**src/rtl/tpd_pkg.sv**
```systemverilog
package tpd_pkg;

    typedef enum logic {
        CFG_CLEAN = 1'b0,
        CFG_DIRTY = 1'b1
    } cfg_state_e;

    localparam logic MODE_SHIFT = 1'b0;
    localparam logic MODE_PWL   = 1'b1;

    localparam int GRP_W = 3;
    localparam logic [GRP_W-1:0] GRP_CTRL     = 3'd0;
    localparam logic [GRP_W-1:0] GRP_EM_BP    = 3'd2;
    localparam logic [GRP_W-1:0] GRP_EM_OFF   = 3'd3;
    localparam logic [GRP_W-1:0] GRP_EM_SLOPE = 3'd4;
    localparam logic [GRP_W-1:0] GRP_HD_BP    = 3'd5;
    localparam logic [GRP_W-1:0] GRP_HD_OFF   = 3'd6;
    localparam logic [GRP_W-1:0] GRP_HD_SLOPE = 3'd7;

endpackage

```
**src/rtl/tpd_cfg.sv**
```systemverilog
module tpd_cfg
    import tpd_pkg::*;
#(
    parameter int CODE_W  = 8,
    parameter int EN_W    = 16,
    parameter int NSEG    = 8,
    parameter int SLOPE_W = 8,
    parameter int RATIO_W = 4,
    localparam int SEG_W  = $clog2(NSEG),
    localparam int ADDR_W = SEG_W + GRP_W
) (
    input  logic                             clk,
    input  logic                             rst_n,
    input  logic                             bx_start,
    input  logic                             cfg_we,
    input  logic [ADDR_W-1:0]                cfg_addr,
    input  logic [EN_W-1:0]                  cfg_wdata,
    output logic                             act_mode,
    output logic [RATIO_W-1:0]               act_k,
    output logic [NSEG-1:0][CODE_W-1:0]      em_bp,
    output logic [NSEG-1:0][EN_W-1:0]        em_off,
    output logic [NSEG-1:0][SLOPE_W-1:0]     em_slope,
    output logic [NSEG-1:0][CODE_W-1:0]      hd_bp,
    output logic [NSEG-1:0][EN_W-1:0]        hd_off,
    output logic [NSEG-1:0][SLOPE_W-1:0]     hd_slope
);

    cfg_state_e state_q, state_d;
    logic       commit;

    logic                         sh_mode;
    logic [RATIO_W-1:0]           sh_k;
    logic [NSEG-1:0][CODE_W-1:0]  sh_em_bp,    sh_hd_bp;
    logic [NSEG-1:0][EN_W-1:0]    sh_em_off,   sh_hd_off;
    logic [NSEG-1:0][SLOPE_W-1:0] sh_em_slope, sh_hd_slope;

    logic [GRP_W-1:0] grp;
    logic [SEG_W-1:0] idx;

    assign grp = cfg_addr[ADDR_W-1:SEG_W];
    assign idx = cfg_addr[SEG_W-1:0];

    // State register
    always_ff @(posedge clk) begin
        if (!rst_n) state_q <= CFG_CLEAN;
        else        state_q <= state_d;
    end

    // Transitions: T_STAGE, T_COMMIT, T_COMMIT_REWRITE
    always_comb begin
        state_d = state_q;
        commit  = 1'b0;
        unique case (state_q)
            CFG_CLEAN: begin
                if (cfg_we) state_d = CFG_DIRTY;
            end
            CFG_DIRTY: begin
                if (bx_start) begin
                    commit  = 1'b1;
                    state_d = cfg_we ? CFG_DIRTY : CFG_CLEAN;
                end
            end
            default: state_d = CFG_CLEAN;
        endcase
    end

    // Shadow bank: bus writes
    always_ff @(posedge clk) begin
        if (!rst_n) begin
            sh_mode     <= MODE_SHIFT;
            sh_k        <= RATIO_W'(1);
            sh_em_bp    <= '0;
            sh_em_off   <= '0;
            sh_em_slope <= '0;
            sh_hd_bp    <= '0;
            sh_hd_off   <= '0;
            sh_hd_slope <= '0;
        end else if (cfg_we) begin
            unique case (grp)
                GRP_CTRL: begin
                    if (idx == SEG_W'(0)) sh_mode <= cfg_wdata[0];
                    if (idx == SEG_W'(1)) sh_k    <= cfg_wdata[RATIO_W-1:0];
                end
                GRP_EM_BP:    sh_em_bp[idx]    <= cfg_wdata[CODE_W-1:0];
                GRP_EM_OFF:   sh_em_off[idx]   <= cfg_wdata;
                GRP_EM_SLOPE: sh_em_slope[idx] <= cfg_wdata[SLOPE_W-1:0];
                GRP_HD_BP:    sh_hd_bp[idx]    <= cfg_wdata[CODE_W-1:0];
                GRP_HD_OFF:   sh_hd_off[idx]   <= cfg_wdata;
                GRP_HD_SLOPE: sh_hd_slope[idx] <= cfg_wdata[SLOPE_W-1:0];
                default: ;
            endcase
        end
    end

    // Active bank: output process driven by the commit decision
    always_ff @(posedge clk) begin
        if (!rst_n) begin
            act_mode <= MODE_SHIFT;
            act_k    <= RATIO_W'(1);
            em_bp    <= '0;
            em_off   <= '0;
            em_slope <= '0;
            hd_bp    <= '0;
            hd_off   <= '0;
            hd_slope <= '0;
        end else if (commit) begin
            act_mode <= sh_mode;
            act_k    <= sh_k;
            em_bp    <= sh_em_bp;
            em_off   <= sh_em_off;
            em_slope <= sh_em_slope;
            hd_bp    <= sh_hd_bp;
            hd_off   <= sh_hd_off;
            hd_slope <= sh_hd_slope;
        end
    end

endmodule

```
**src/rtl/tpd_lane.sv**
```systemverilog
module tpd_lane
    import tpd_pkg::*;
#(
    parameter int CODE_W  = 8,
    parameter int MANT_W  = 5,
    parameter int EN_W    = 16,
    parameter int NSEG    = 8,
    parameter int SLOPE_W = 8,
    localparam int SEG_W  = $clog2(NSEG),
    localparam int EXP_W  = CODE_W - MANT_W,
    localparam int WIDE   = EN_W + SLOPE_W + CODE_W
) (
    input  logic                         clk,
    input  logic                         rst_n,
    input  logic                         load_s1,
    input  logic                         load_s2,
    input  logic                         mode_s1,
    input  logic [CODE_W-1:0]            code,
    input  logic [NSEG-1:0][CODE_W-1:0]  bp,
    input  logic [NSEG-1:0][EN_W-1:0]    off,
    input  logic [NSEG-1:0][SLOPE_W-1:0] slope,
    output logic [EN_W-1:0]              energy
);

    logic [SEG_W-1:0]   sel;
    logic [CODE_W-1:0]  code_q;
    logic [EN_W-1:0]    off_q;
    logic [SLOPE_W-1:0] slope_q;
    logic [WIDE-1:0]    shift_val, pwl_val, raw;
    logic [EN_W-1:0]    sat_val;

    // Priority select: highest segment whose breakpoint does not exceed the code
    always_comb begin
        sel = '0;
        for (int s = 0; s < NSEG; s++) begin
            if (code >= bp[s]) sel = SEG_W'(s);
        end
    end

    // Stage 1: capture code and the selected segment's parameters
    always_ff @(posedge clk) begin
        if (!rst_n) begin
            code_q  <= '0;
            off_q   <= '0;
            slope_q <= '0;
        end else if (load_s1) begin
            code_q  <= code;
            off_q   <= off[sel];
            slope_q <= slope[sel];
        end
    end

    // Stage 2: expand, then clamp at full scale
    always_comb begin
        shift_val = WIDE'(code_q[MANT_W-1:0]) << code_q[CODE_W-1:CODE_W-EXP_W];
        pwl_val   = WIDE'(off_q) + WIDE'(slope_q) * WIDE'(code_q);
        raw       = (mode_s1 == MODE_PWL) ? pwl_val : shift_val;
        sat_val   = (|raw[WIDE-1:EN_W]) ? {EN_W{1'b1}} : raw[EN_W-1:0];
    end

    always_ff @(posedge clk) begin
        if (!rst_n)       energy <= '0;
        else if (load_s2) energy <= sat_val;
    end

endmodule

```
**src/rtl/tower_energy_unpack.sv**
```systemverilog
module tower_energy_unpack
    import tpd_pkg::*;
#(
    parameter int CODE_W  = 8,
    parameter int MANT_W  = 5,
    parameter int EN_W    = 16,
    parameter int NSEG    = 8,
    parameter int SLOPE_W = 8,
    parameter int RATIO_W = 4,
    localparam int ADDR_W = $clog2(NSEG) + GRP_W
) (
    input  logic              clk,
    input  logic              rst_n,
    input  logic              in_valid,
    input  logic [CODE_W-1:0] in_em_code,
    input  logic [CODE_W-1:0] in_had_code,
    input  logic              bx_start,
    input  logic              cfg_we,
    input  logic [ADDR_W-1:0] cfg_addr,
    input  logic [EN_W-1:0]   cfg_wdata,
    output logic              out_valid,
    output logic [EN_W-1:0]   out_em_energy,
    output logic [EN_W-1:0]   out_had_energy,
    output logic              out_electron
);

    localparam int PROD_W = EN_W + RATIO_W;
    localparam int NLANE  = 2;

    logic                         act_mode;
    logic [RATIO_W-1:0]           act_k;
    logic [NSEG-1:0][CODE_W-1:0]  em_bp,    hd_bp;
    logic [NSEG-1:0][EN_W-1:0]    em_off,   hd_off;
    logic [NSEG-1:0][SLOPE_W-1:0] em_slope, hd_slope;

    logic               v1, v2, v3;
    logic               mode1, mode2, mode3;
    logic [RATIO_W-1:0] k1, k2;
    logic [EN_W-1:0]    lane_energy [NLANE];
    logic [PROD_W-1:0]  had_scaled;
    logic               pass;

    tpd_cfg #(
        .CODE_W(CODE_W), .EN_W(EN_W), .NSEG(NSEG),
        .SLOPE_W(SLOPE_W), .RATIO_W(RATIO_W)
    ) u_cfg (
        .clk(clk), .rst_n(rst_n), .bx_start(bx_start),
        .cfg_we(cfg_we), .cfg_addr(cfg_addr), .cfg_wdata(cfg_wdata),
        .act_mode(act_mode), .act_k(act_k),
        .em_bp(em_bp), .em_off(em_off), .em_slope(em_slope),
        .hd_bp(hd_bp), .hd_off(hd_off), .hd_slope(hd_slope)
    );

    // One conversion lane per tower type
    for (genvar g = 0; g < NLANE; g++) begin : g_lane
        tpd_lane #(
            .CODE_W(CODE_W), .MANT_W(MANT_W), .EN_W(EN_W),
            .NSEG(NSEG), .SLOPE_W(SLOPE_W)
        ) u_lane (
            .clk(clk), .rst_n(rst_n),
            .load_s1(in_valid), .load_s2(v1), .mode_s1(mode1),
            .code (g == 0 ? in_em_code : in_had_code),
            .bp   (g == 0 ? em_bp      : hd_bp),
            .off  (g == 0 ? em_off     : hd_off),
            .slope(g == 0 ? em_slope   : hd_slope),
            .energy(lane_energy[g])
        );
    end

    // Control pipeline: valid, mode and ratio travel with the pair
    always_ff @(posedge clk) begin
        if (!rst_n) begin
            v1 <= 1'b0; v2 <= 1'b0; v3 <= 1'b0;
            mode1 <= MODE_SHIFT; mode2 <= MODE_SHIFT; mode3 <= MODE_SHIFT;
            k1 <= '0; k2 <= '0;
        end else begin
            v1 <= in_valid;
            v2 <= v1;
            v3 <= v2;
            if (in_valid) begin
                mode1 <= act_mode;
                k1    <= act_k;
            end
            if (v1) begin
                mode2 <= mode1;
                k2    <= k1;
            end
            if (v2) mode3 <= mode2;
        end
    end

    // Ratio cut without a divider
    always_comb begin
        had_scaled = PROD_W'(lane_energy[1]) * PROD_W'(k2);
        pass = ((lane_energy[0] != '0) || (lane_energy[1] != '0))
               && (had_scaled <= PROD_W'(lane_energy[0]));
    end

    always_ff @(posedge clk) begin
        if (!rst_n) begin
            out_em_energy  <= '0;
            out_had_energy <= '0;
            out_electron   <= 1'b0;
        end else if (v2) begin
            out_em_energy  <= lane_energy[0];
            out_had_energy <= lane_energy[1];
            out_electron   <= pass;
        end
    end

    assign out_valid = v3;

endmodule

```
**config.mk**
```make
export PLATFORM = sky130hd
export DESIGN_NAME = tower_energy_unpack
export DESIGN_NICKNAME = d
export VERILOG_FILES = /design/src/rtl/tpd_pkg.sv /design/src/rtl/tpd_cfg.sv /design/src/rtl/tpd_lane.sv /design/src/rtl/tower_energy_unpack.sv
export SDC_FILE = /design/constraint.sdc
export NUM_CORES = 2
export LEC_CHECK = 0
export ABC_AREA = 1
export BUFFER_PORTS_ARGS = -buffer_cell sky130_fd_sc_hd__buf_2
export CAP_MARGIN = 0
export CORE_MARGIN = 1.5
export CORE_UTILIZATION = 44
export CTS_CLUSTER_SIZE = 25
export DETAILED_ROUTE_END_ITERATION = 7
export GPL_TIMING_DRIVEN = 0
export PLACE_DENSITY = 0.64
export SLEW_MARGIN = 30
export SYNTH_ARGS = -nofsm -noshare
export SYNTH_HDL_FRONTEND = slang
export SYNTH_SLANG_ARGS = --single-unit
```
**constraint.sdc**
```tcl
create_clock -name clk -period 6.3 [get_ports clk]
set_clock_uncertainty 0.05 [all_clocks]
set_input_delay 0.315 -clock clk [delete_from_list [all_inputs] [get_ports clk]]
set_output_delay 0.315 -clock clk [all_outputs]
set_load 0.05 [all_outputs]
```
Yosys cells after proc, flatten, opt, wreduce, memory -nomap -nowiden. Index checks and enable logic that the tools add are counted. Widths: inputs -> output; s select.

Flip-flop bits (word level): 1160. Input bits: 43. Output and inout port bits: 34. Word-level logic and storage cells: 208.

$add $sub $neg: 2. Multipliers: 3. $lt $le $gt $ge: 19. Equality and inequality tests: 7. Shift operators: 2. Muxes and demuxes: 41. Bitwise gates (word level): 1. Reductions and logical operators: 17.

Operator list (number): $bwmux 128 (2); $bwmux 64 (4); $ge 8x8->1 (14); $bmux 16 s3 (2); $mux 16 (5); $mux 32 (2); $shl 5x3->32 (2); $bmux 8 s3 (2); $demux 16 s3 (1); $mux 3 (12); $add 16x16->17 (2); $mul 8x8->16 (2); $reduce_bool 16->1 (2); $reduce_or 16->1 (2); $demux 8 s3 (1); $mux 8 (3); $le 20x16->1 (1); $mul 16x4->20 (1); $eq 3x3->1 const B (4); $lt 3x4->1 const B (3); $reduce_and 2->1 (6); $eq 3x2->1 const B (2); $logic_not 3->1 (2); $mux 1 (6); other kinds (7) (9).

Depth between registers and ports, before layout.
Depth in word-level cells: 10. Gate-level depth with buffers: 28. Depth with buffers taken out: 26.

By module. From an unflattened synthesis, not the netlist that was laid out.

Cells, all modules: 8631. Area total of the unflattened synthesis: 59019.1 um^2.

Modules (own cells, without submodules): tpd_cfg (instances 1, cells each 5175, area each 37983.9 um^2); tpd_lane (g_lane[1].u_lane) (instances 1, cells each 1407, area each 8385.5 um^2); tpd_lane (g_lane[0].u_lane) (instances 1, cells each 1405, area each 8376.8 um^2); tower_energy_unpack (instances 1, cells each 644, area each 4272.8 um^2).

Worst setup path before layout. OpenSTA, ideal clock, no wires.

Kind: flip-flop to flip-flop. From: register g_lane[0].u_lane.code_q[5]. To: register g_lane[0].u_lane.energy[14]. Arrival time: 4.491 ns. Data required time: 6.141 ns. Slack: 1.650 ns. Stages on the path, launching flop included: 20. Cell sequence: dfxtp_1 clkbuf_1 clkbuf_1 nand2_1 fa_1 fa_1 inv_1 fa_1 fa_1 ha_1 a21oi_1 o21a_1 o21ai_0 a21boi_0 o21ai_0 or2_2 nand2_1 nand3_1 nand2_1 inv_1.

Cells in the longest elaborated chain, start to end: 5.

RTL lines: start, declared (line tpd_lane.sv:26) `logic [CODE_W-1:0] code_q;`; start signal, assigned (line tpd_lane.sv:47) `code_q <= code;`; $mul 8x8->16 (line tpd_lane.sv:56) `pwl_val = WIDE'(off_q) + WIDE'(slope_q) * WIDE'(code_q);`; $add 16x16->17 (line tpd_lane.sv:56); $mux 32 * (line tpd_lane.sv:57) `raw = (mode_s1 == MODE_PWL) ? pwl_val : shift_val;`; $reduce_or 16->1 (line tpd_lane.sv:58) `sat_val = (|raw[WIDE-1:EN_W]) ? {EN_W{1'b1}} : raw[EN_W-1:0];`; $mux 16 * (line tpd_lane.sv:58); end signal, assigned (line tpd_lane.sv:63) `else if (load_s2) energy <= sat_val;`; end, declared (line tpd_lane.sv:22) `output logic [EN_W-1:0] energy`.

Every way passes the cells marked *; elsewhere a longest branch is shown, timed or not. A chain may end at the register's enable or synchronous reset.

Worst setup path after layout.
From: register k2[3]. To: register out_electron.

Cells in the longest elaborated chain, start to end: 3.

RTL lines: start, declared (line tower_energy_unpack.sv:38) `logic [RATIO_W-1:0] k1, k2;`; start signal, assigned (line tower_energy_unpack.sv:86) `k2 <= k1;`; $mul 16x4->20 (line tower_energy_unpack.sv:94) `had_scaled = PROD_W'(lane_energy[1]) * PROD_W'(k2);`; $le 20x16->1 (line tower_energy_unpack.sv:96) `&& (had_scaled <= PROD_W'(lane_energy[0]));`; $logic_and 1x1->1 (line tower_energy_unpack.sv:96); end signal, assigned (line tower_energy_unpack.sv:107) `out_electron <= pass;`; end, declared (line tower_energy_unpack.sv:24) `output logic out_electron`.

No other way between the ends.

==> flow_summary.toml <==
[pwr]
p_seq_share_pct = 43.3
intPower_mw = 12.44
power_frac_comb_pct = 15.4
p_sw_mw = 5.113
power_mw = 17.56
p_leak_nw = 27.06
swShare_pct = 29.12
peakVddDrop_v = 0.0002577
power_density_nw_per_um2 = 290.8
clockPowerShare_pct = 41.3

[floorplanning]
num_rows = 128
chipWidth_um = 353.0
io_pins = 77
dieArea_um2 = 124600
fp.dieH_um = 353.0
floorplan.initialDensity_pct = 44.27
core-area_um2 = 121700

[cts]
cts_buffers = 118
cts_root_buf = "clkbuf_16"
cts.htree.levels = 3
cts_resized = 0
clk_latency_ps = 740
post_cts_buffers = 0
cts_buffer_depth = 3
cts_tree = "built"
clkSinkCount = 1144
clk_pin_slew_worst_paths_ps = 60
postCtsHoldBufs = 10

[global_route]
grt_util_met3_pct = 4.413
overflow = 0
met2_usage_pct = 46.45
top_usage_layer = "met2"
antenna_found_initial = 8
use_met1_pct = 38.03
grt_usage_pct = 28.57
grt_pass1_vias = 46712
grt_pass1_wl_um = 276200
grt_max_degree = 17

[routing]
dr.first_iter.drc_count = 5197
totalWireLength_um = 183400
drt_first_pass_iters = 8
drc_errors = 0
antenna_left = 0
drt-vias-per-instance = 5.420
wl_per_cell_um = 19.74
num_vias = 50356

[timing]
fin_crit_sh_pct = 90.91
clock.fmax_mhz = 174.6
hold_viol = 0
setup_viol = 0
grt_setup_unrepaired = "false"
slew_headroom_pct = 27.69
setup_tns_ps = 0
fin_crit_ps = 5728
tightest_slew_ps = 1085
drv_slew = 0

[placed_design]
routabilityCongestion = 0.9502
placedCellCount = 9063
io_buffers = 58
hpwl_um = 136200

[synthesis]
synth.avg_cell_area_um2 = 7.303
yosys_register_bits = 1144
synth_top_cell_by_area = "dfxtp_1"
synthArstFlopShare_pct = 0
synth-seq-area-share_pct = 42.50
synth_edf_count = 0
synth_ff_type = "dfxtp_1"
yosys_warnings = 0
synthTopCellsByArea = "dfxtp_1, o21ai_0, nor2_1"
syn_inst = 7379
yosysUniqueCellTypes = 45
synth_top_area_share_pct = 42.50
synth_nets = 7776
syn_area_um2 = 53890

[layout]
final_cell_mix = "nor2_1, o21ai_0, dfxtp_1"
area_delta_synth_final_pct = 12.03
fin_cells = 9291
fillers = 12140
final_common_cell = "nor2_1"
layout-drive-gt1-share_pct = 4.450
fin_nets = 7965

[setup_path]
crit_path_max_incr_delay_ps = 510
worstPathArrival_ps = 6310
end_kind = "flop"
cp_cell_sequence = "clkbuf_1, clkbuf_1, nand2_1, fa_1, fa_1, inv_1, ha_1, a21oi_1, o21ai_0, a21oi_1, o21ai_0, a21oi_1, o21ai_0, xor2_1, ha_1, nand2_1, nor2_1, a211oi_1, nand2_1, nand2_1, nand3_1, nor2_1, nand3_1, a21oi_1"
cp_slowest_cell = "fa_1"
crit_fanout = 10
worstSetupPathType = "flop to flop"
worst-r2r-cell-count = 24
crit_required_ps = 6880
critPathLaunchType = "flop"

[hold_path]
holdPathStages = 3
hold_path.class = "input pin to flop"

[run]
max-cap-violations = 0

[status]
status = "completed"
worst paths after layout:
check | from | end | slack (ps)
min reg2reg | u_cfg.em_off[23] | u_cfg.em_off[23] | 400
max | k2[3] | out_electron | 570
min | cfg_wdata[7] | u_cfg.sh_em_bp[15] | 70
max reg2reg | k2[3] | out_electron | 570
state kept, by name, indices dropped and copies added, names as in the netlist, 32 cells and up:
signal and cells:
u_cfg.sh_em_bp 56, u_cfg.sh_em_slope 64, u_cfg.em_slope 64, g_lane.u_lane.off_q 32, u_cfg.sh_hd_slope 64, u_cfg.sh_em_off 128
u_cfg.em_bp 56, u_cfg.sh_hd_off 128, g_lane.u_lane.energy 32, u_cfg.hd_bp 56, u_cfg.hd_off 128, u_cfg.hd_slope 64
u_cfg.sh_hd_bp 56, u_cfg.em_off 128
critical path: cells and delay by family, from the launching register on:
kind	cells	cell delay (ps)
AO/OA/AOI/OAI	8	1860
XOR/XNOR	1	190
adder cells (fa/ha/maj)	4	1610
flip-flops	1	310
buffers and inverters	3	840
AND/OR/NAND/NOR	8	780
cells by family (layout without fill, tap and decap cells):
group	Yosys count	after routing	synth area share (%)
AO/OA/AOI/OAI	1902	1902	17.97
XOR/XNOR	19	19	0.3088
adder cells (fa/ha/maj)	354	354	10.03
buffers and inverters	1409	1693	10.00
flip-flops	1144	1144	42.50
multiplexers	1	1	0.01858
other	0	3	0
AND/OR/NAND/NOR	2550	2550	19.17
power by group through the flow:
| stage | clock network (mW) | logic, mW | registers, mW |
|---|---|---|---|
| CTS | 7.30 | 2.65 | 7.61 |
| floorplan | 0 | 1.66 | 7.77 |
| global route | 7.59 | 2.96 | 7.63 |
| global placement | 0 | 2.59 | 7.76 |
| finish | 7.25 | 2.70 | 7.61 |
| detailed placement | 0 | 2.63 | 7.77 |
synth_stat cells (all sizes together) (2+ instances only):
| master | n |
|---|---|
| nor3 | 18 |
| o211ai | 4 |
| fa | 130 |
| nand3 | 480 |
| inv | 917 |
| buf | 84 |
| nand4 | 27 |
| a31oi | 31 |
| nor4 | 5 |
| o31ai | 3 |
| a21o | 3 |
| o21ai | 1205 |
| clkinv | 4 |
| clkbuf | 404 |
| o21a | 7 |
| a311oi | 2 |
| a41oi | 5 |
| nand2 | 700 |
| xnor2 | 10 |
| nor2 | 1312 |
| dfxtp | 1144 |
| o2111ai | 3 |
| nand3b | 2 |
| ha | 224 |
| a211oi | 9 |
| a21oi | 623 |
| or2 | 4 |
| xor2 | 9 |
routing by layer:
metal,up-vias,wire (um)
met5,-,41
met2,1889,82990
li1,24191,-
met4,6,7152
met1,23897,78470
met3,373,14760
per-stage QoR:
step | utilization, % | hold slack (ps) | setup WS [ps] | instance area [um2]
3_5_place_dp | 46.22 | 394.3 | 636.4 | 56260
2_1_floorplan | - | 379.2 | 1650 | 53890
3_3_place_gp | 46.18 | 389.0 | 696.9 | 56210
6_report | 49.60 | 65.90 | 572.4 | 60370
5_1_grt | 49.59 | 71.02 | 192.3 | 60360
4_1_cts | 49.59 | 11.08 | 603.4 | 60360
area by class of cell:
type                       instances  area, um2  share of cell area (%)
antenna                            3      7.507                 0.01244
buffer                           488       1972                   3.266
clock buffer                     174       3485                   5.772
clock inverter                    41      516.7                  0.8560
inverter                         921       3457                   5.726
multi-input combinational       4826      25600                   42.40
sequential                      1144      22900                   37.94
tap                             1625       2033                   3.368
timing repair buffer              69      401.6                  0.6653
(Power assumes the default switching activity.)
